$ cat src/rtl/wdog_pkg.sv
package wdog_pkg;
  typedef enum logic [1:0] {LK_IDLE, LK_KEY1, LK_OPEN} lock_e;
  localparam logic [7:0] KEY_FIRST  = 8'h55;
  localparam logic [7:0] KEY_SECOND = 8'hAA;
endpackage

$ cat src/rtl/wdog_lock.sv
module wdog_lock import wdog_pkg::*; #(
  parameter int NBYTES = 3,
  parameter int ADDR_W = 2,
  localparam int CNT_W = 8 * NBYTES,
  localparam int IDX_W = (NBYTES > 1) ? $clog2(NBYTES) : 1
) (
  input  logic              clk,
  input  logic              rst_n,
  input  logic              wr_en,
  input  logic [ADDR_W-1:0] addr,
  input  logic [7:0]        wdata,
  output logic [CNT_W-1:0]  reload,
  output lock_e             lock_st
);
  lock_e             st_q, st_d;
  logic [IDX_W-1:0]  idx_q, idx_d;
  logic              addr_ok, last;

  assign addr_ok = (addr == ADDR_W'(idx_q) + ADDR_W'(1));
  assign last    = (idx_q == IDX_W'(NBYTES - 1));

  always_comb begin
    st_d  = st_q;
    idx_d = idx_q;
    if (wr_en) begin
      case (st_q)
        LK_IDLE: if (addr == '0 && wdata == KEY_FIRST) st_d = LK_KEY1;
        LK_KEY1: begin
          idx_d = '0;
          st_d  = (addr == '0 && wdata == KEY_SECOND) ? LK_OPEN : LK_IDLE;
        end
        LK_OPEN: begin
          if (addr_ok && !last) idx_d = idx_q + IDX_W'(1);
          else begin
            idx_d = '0;
            st_d  = LK_IDLE;
          end
        end
        default: st_d = LK_IDLE;
      endcase
    end
  end

  always_ff @(posedge clk or negedge rst_n) begin
    if (!rst_n) begin
      st_q  <= LK_IDLE;
      idx_q <= '0;
    end else begin
      st_q  <= st_d;
      idx_q <= idx_d;
    end
  end

  for (genvar i = 0; i < NBYTES; i++) begin : g_byte
    logic [7:0] byte_q;
    logic       we;
    assign we = wr_en && st_q == LK_OPEN && addr_ok && idx_q == IDX_W'(i);
    always_ff @(posedge clk or negedge rst_n) begin
      if (!rst_n)  byte_q <= 8'hFF;
      else if (we) byte_q <= wdata;
    end
    assign reload[CNT_W-1-8*i -: 8] = byte_q;
  end

  assign lock_st = st_q;
endmodule

$ cat src/rtl/wdog_count.sv
module wdog_count #(
  parameter int CNT_W = 24
) (
  input  logic             clk,
  input  logic             rst_n,
  input  logic             enable,
  input  logic             refresh,
  input  logic             tick,
  input  logic [CNT_W-1:0] reload,
  output logic             expire,
  output logic             en_q,
  output logic [CNT_W-1:0] cnt
);
  logic [CNT_W-1:0] cnt_q, cnt_d;
  logic             load;

  assign load   = (enable && !en_q) || refresh;
  assign expire = enable && tick && !load && cnt_q == '0;

  always_comb begin
    cnt_d = cnt_q;
    if (load)                   cnt_d = reload;
    else if (enable && tick)    cnt_d = (cnt_q == '0) ? reload : cnt_q - CNT_W'(1);
  end

  always_ff @(posedge clk or negedge rst_n) begin
    if (!rst_n) begin
      cnt_q <= '1;
      en_q  <= 1'b0;
    end else begin
      cnt_q <= cnt_d;
      en_q  <= enable;
    end
  end

  assign cnt = cnt_q;
endmodule

$ cat src/rtl/wdog_status.sv
module wdog_status (
  input  logic clk,
  input  logic rst_n,
  input  logic expire,
  input  logic mode_irq,
  input  logic stop_mode,
  input  logic rd_clr,
  output logic rst_req,
  output logic smr_req,
  output logic irq,
  output logic status_q,
  output logic stop_q
);
  logic rst_d, smr_d, irq_d, status_d, stop_d, rst_path;

  assign rst_path = expire && !mode_irq;

  always_comb begin
    rst_d    = rst_path && !stop_mode;
    smr_d    = rst_path && stop_mode;
    irq_d    = expire && mode_irq;
    status_d = rst_path ? 1'b1 : (rd_clr ? 1'b0 : status_q);
    stop_d   = smr_d    ? 1'b1 : (rd_clr ? 1'b0 : stop_q);
  end

  always_ff @(posedge clk or negedge rst_n) begin
    if (!rst_n) begin
      rst_req  <= 1'b0;
      smr_req  <= 1'b0;
      irq      <= 1'b0;
      status_q <= 1'b0;
      stop_q   <= 1'b0;
    end else begin
      rst_req  <= rst_d;
      smr_req  <= smr_d;
      irq      <= irq_d;
      status_q <= status_d;
      stop_q   <= stop_d;
    end
  end
endmodule

$ cat src/rtl/wdog_guard.sv
module wdog_guard import wdog_pkg::*; #(
  parameter int NBYTES = 3,
  parameter int ADDR_W = 2
) (
  input  logic              clk,
  input  logic              rst_n,
  input  logic              tick,
  input  logic              wr_en,
  input  logic              rd_en,
  input  logic [ADDR_W-1:0] addr,
  input  logic [7:0]        wdata,
  output logic [7:0]        rdata,
  input  logic              enable,
  input  logic              refresh,
  input  logic              stop_mode,
  input  logic              mode_irq,
  output logic              rst_req,
  output logic              smr_req,
  output logic              irq
);
  localparam int CNT_W = 8 * NBYTES;

  logic [1:0]       rst_sync_q;
  logic             rst_sn;
  logic [CNT_W-1:0] reload, cnt;
  lock_e            lock_st;
  logic             expire, en_q, status_q, stop_q, rd_clr;

  always_ff @(posedge clk or negedge rst_n) begin
    if (!rst_n) rst_sync_q <= 2'b00;
    else        rst_sync_q <= {rst_sync_q[0], 1'b1};
  end
  assign rst_sn = rst_sync_q[1];

  assign rd_clr = rd_en && addr == '0;

  wdog_lock #(.NBYTES(NBYTES), .ADDR_W(ADDR_W)) i_lock (
    .clk(clk), .rst_n(rst_sn), .wr_en(wr_en), .addr(addr), .wdata(wdata),
    .reload(reload), .lock_st(lock_st));

  wdog_count #(.CNT_W(CNT_W)) i_count (
    .clk(clk), .rst_n(rst_sn), .enable(enable), .refresh(refresh), .tick(tick),
    .reload(reload), .expire(expire), .en_q(en_q), .cnt(cnt));

  wdog_status i_status (
    .clk(clk), .rst_n(rst_sn), .expire(expire), .mode_irq(mode_irq),
    .stop_mode(stop_mode), .rd_clr(rd_clr), .rst_req(rst_req),
    .smr_req(smr_req), .irq(irq), .status_q(status_q), .stop_q(stop_q));

  always_comb begin
    rdata = '0;
    if (addr == '0) rdata = {status_q, stop_q, 6'b0};
    for (int i = 0; i < NBYTES; i++)
      if (addr == ADDR_W'(i + 1)) rdata = reload[CNT_W-1-8*i -: 8];
  end
endmodule

$ cat config.mk
export PLATFORM = sky130hd
export DESIGN_NAME = wdog_guard
export DESIGN_NICKNAME = d
export VERILOG_FILES = /design/src/rtl/wdog_pkg.sv /design/src/rtl/wdog_lock.sv /design/src/rtl/wdog_count.sv /design/src/rtl/wdog_status.sv /design/src/rtl/wdog_guard.sv
export SDC_FILE = /design/constraint.sdc
export NUM_CORES = 1
export LEC_CHECK = 0
export CORE_MARGIN = 5
export CORE_UTILIZATION = 25
export DETAILED_ROUTE_END_ITERATION = 10
export PLACE_DENSITY = 0.5
export SKIP_CTS_REPAIR_TIMING = 1
export SLEW_MARGIN = 25
export SYNTH_ARGS = -nofsm -noshare
export SYNTH_HDL_FRONTEND = slang
export SYNTH_SLANG_ARGS = --single-unit
export TNS_END_PERCENT = 50
$ cat constraint.sdc
create_clock -name clk -period 2.6 [get_ports clk]
set_input_delay 0.65 -clock clk [delete_from_list [all_inputs] [get_ports clk]]
set_output_delay 0.65 -clock clk [all_outputs]
set_load 0.02 [all_outputs]
==> results.cfg <==
[drt]
detail_route.drc_violations = 0
wire_per_inst_um = 16.5
first_iter_violations = 119
drtPass1Iterations = 5
route.final.wire_length_mm = 9.11
drt.antenna.violating_nets = 0
viasPerCell = 5.07
vias = 2796

[cells_and_area]
finish.utilization_pct = 32.8
number_of_fill_cells_in_the_layout = 1364
layout_cell_share_with_drive_strength_beyond_1_pct = 37.5
number_of_antenna_repair_diodes = 0
area_growth_syn_to_layout_pct = 28.1
final_nets = 398

[critical_path]
critical_path_rt_ns = 1.95
worst-setup-path-type = input pin to output pin
timing.reg2reg.setup_slack_ns = 0.32
critPathMaxFanout = 6
critPathArrivalTime_ns = 1.69
r2r-start = i_count.cnt[0]
worstSetupStartpointType = input pin
reg2reg_depth = 7
end_kind = output pin
worst_r2r_endpoint = i_count.cnt[10]

[sta]
timing.clock.skew_ns = 0.00463
report.final.setup_viol = 0
timing_worst_slew_pin_value_ns = 0.602
timing.final.max_slew_violations = 0
maxSlewHeadroom_pct = 59.9
timing_hold_violations_final = 0
unrepaired_setup_endpoints_after_global_routing = no
final.min_clock_period_ns = 2.34
minimum_hold_slack_ns = 0.267
post-route-period-util_pct = 89.8
fmax_ghz = 0.428

[cts]
ctsHtreeMaxLevel = 3
clockRootBuffer = sky130_fd_sc_hd__clkbuf_16
tritoncts_num_sinks = 60
cts_tree = built
ctsLongestPathBuffers = 2
numCtsBuffers = 9
clk_pin_slew_ns = 0.05
worst_skew_pair.late_latency_ns = 0.32

[floorplanning]
die_h_um = 127
row_count = 42
top_level_ports = 30
floorplan_core_area_sq_um = 13300
dieWidth_um = 127
initial_utilization_pct = 25.6
die_area_sq_um = 16000

[power]
static-leakage-power_nw = 1.83
vdd_ir_drop_max_mv = 0.307
powerDensity_nw_per_um2 = 742

[synth]
yosysMostFrequentCell = sky130_fd_sc_hd__dfstp_2
syn_area_sq_um = 3400
post-synth-top-area-fraction_pct = 37.1
number_of_synthesized_flops_with_an_enable_pin = 0
largest_cells_by_area_after_synthesis = sky130_fd_sc_hd__dfstp_2, sky130_fd_sc_hd__mux2_2, sky130_fd_sc_hd__dfrtp_1
synth-seq-area-share_pct = 45.9
synth-warning-count = 0
post_synth.cell_area_avg_sq_um = 10.6
yosys-top-cells-count = sky130_fd_sc_hd__dfstp_2, sky130_fd_sc_hd__mux2_2, sky130_fd_sc_hd__nand3_1, sky130_fd_sc_hd__nand2_1, sky130_fd_sc_hd__inv_1
yosys_register_bits = 60
synth_ff_type = sky130_fd_sc_hd__dfstp_2
postSynthNetCount = 348
synthDominantAreaCellType = sky130_fd_sc_hd__dfstp_2
netlist-cell-type-count = 60
share_of_synthesized_registers_carrying_an_async_set_or_reset_pct = 100
syn-instance-count = 321

[placement]
routabilityCongestion = 0.804
detailedPlacementHpwl_mm = 6.70
placement.io_buffers = 29

[global_routing]
grt_first_pass_wirelength_mm = 15.1
global_route.usage.met3_pct = 2.31
groute.usage.overall_pct = 11.7
groute.layer.met1.usage_pct = 15.6
grt_pass1_vias = 2861
grt_util_met2_pct = 19.1
busiest_metal_layer_after_global_routing = met2
grt_overflow_total = 0
grt_antenna_before_repair = 0
grt_max_degree = 41

[job]
cap_violations = 0

[hold_path]
class_of_the_tightest_hold_or_removal_check = flip-flop to asynchronous set/reset pin

[outcome]
status = complete, no violations
-- cells in the final DEF (no fill, tap or decap), types with 9 or more instances in the layout --
cell	synthesis	layout
sky130_fd_sc_hd__mux2_2	32	32
sky130_fd_sc_hd__dfrtp_1	12	11
sky130_fd_sc_hd__dfstp_2	48	48
sky130_fd_sc_hd__clkbuf_16	0	9
sky130_fd_sc_hd__nor3_1	11	11
sky130_fd_sc_hd__nand2_1	21	21
sky130_fd_sc_hd__nor2_1	9	9
sky130_fd_sc_hd__nand3_1	25	25
sky130_fd_sc_hd__o21ai_0	11	11
sky130_fd_sc_hd__nor4_1	9	9
sky130_fd_sc_hd__inv_1	16	16
sky130_fd_sc_hd__buf_4	2	22
sky130_fd_sc_hd__a21oi_1	10	9
sky130_fd_sc_hd__clkdlybuf4s50_1	0	19
-- critical path, cell delays in order --
cell                             delay (ns)
sky130_fd_sc_hd__dlymetal6s2s_1        0.15
sky130_fd_sc_hd__buf_6                 0.14
sky130_fd_sc_hd__nor2b_2               0.16
sky130_fd_sc_hd__buf_4                 0.16
sky130_fd_sc_hd__a22o_1                0.22
sky130_fd_sc_hd__dlymetal6s2s_1        0.20
-- how the worst max path moves through the flow --
stage	slack, ns	cells past startpoint	endpoint	startpoint
global route	0.13	7	i_count.cnt[10]	i_count.cnt[0]
finish	0.26	6	rdata[2]	addr[1]
detailed placement	-0.51	6	rdata[2]	addr[1]
CTS	-0.52	6	rdata[1]	addr[1]
global placement	-0.55	6	rdata[1]	addr[1]
floorplan	0.35	3	rdata[0]	addr[1]
-- routing by layer --
metal  routed length (um)  vias to the layer above
met2                 4430                       59
met4                  111                        0
met1                 4270                     1409
li1                     -                     1317
met5                    0                        -
met3                  291                       11
-- flip-flops by register name, indices dropped and copies added, names as in the netlist --
| name | cells |
|---|---|
| i_lock.g_byte.byte_q | 24 |
| i_status.smr_req | 1 |
| i_status.irq | 1 |
| i_status.stop_q | 1 |
| i_lock.lock_st | 2 |
| i_count.cnt | 24 |
| i_status.status_q | 1 |
| i_status.rst_req | 1 |
| rst_sync_q | 2 |
| i_lock.idx_q | 2 |
| i_count.en_q | 1 |
-- metrics by stage --
step	area, sq um	TNS, ns	power (mW)	std cells	setup WS, ns
2_1_floorplan	3400	0	1.75	321	0.347
3_3_place_gp	4050	-3.99	2.03	535	-0.546
3_5_place_dp	4050	-3.82	2.05	535	-0.509
4_1_cts	4360	-3.89	3.27	551	-0.518
5_1_grt	4360	0	3.42	552	0.131
6_report	4360	0	3.23	552	0.265
-- power breakdown --
group	switching (mW)	internal, mW
logic	0.425	0.347
registers	0.147	1.12
clock network	0.407	0.790
total	0.979	2.25
-- final cells by class --
| cell class | instances | area (sq um) | share of cell area [%] |
|---|---|---|---|
| clock inverters | 4 | 47.5 | 1.09 |
| inverters | 16 | 60.1 | 1.38 |
| well taps | 176 | 220 | 5.05 |
| clock buffers | 12 | 256 | 5.89 |
| repair buffers | 54 | 494 | 11.3 |
| multi-input cells | 230 | 1720 | 39.4 |
| flip-flops and latches | 60 | 1560 | 35.9 |
-- kinds of logic (layout without fill, tap and decap cells) --
kind of cell | after synthesis | after routing | share of synthesized area (%)
simple gates | 122 | 122 | 21.3
flops | 60 | 60 | 45.9
compound gates | 59 | 59 | 12.2
mux | 38 | 38 | 13.1
buf+inv | 31 | 86 | 3.97
fa+ha+maj | 8 | 8 | 2.94
xor+xnor | 2 | 2 | 0.515
other cells | 1 | 1 | 0.110
No activity file was read; power rests on OpenSTA's default activity.
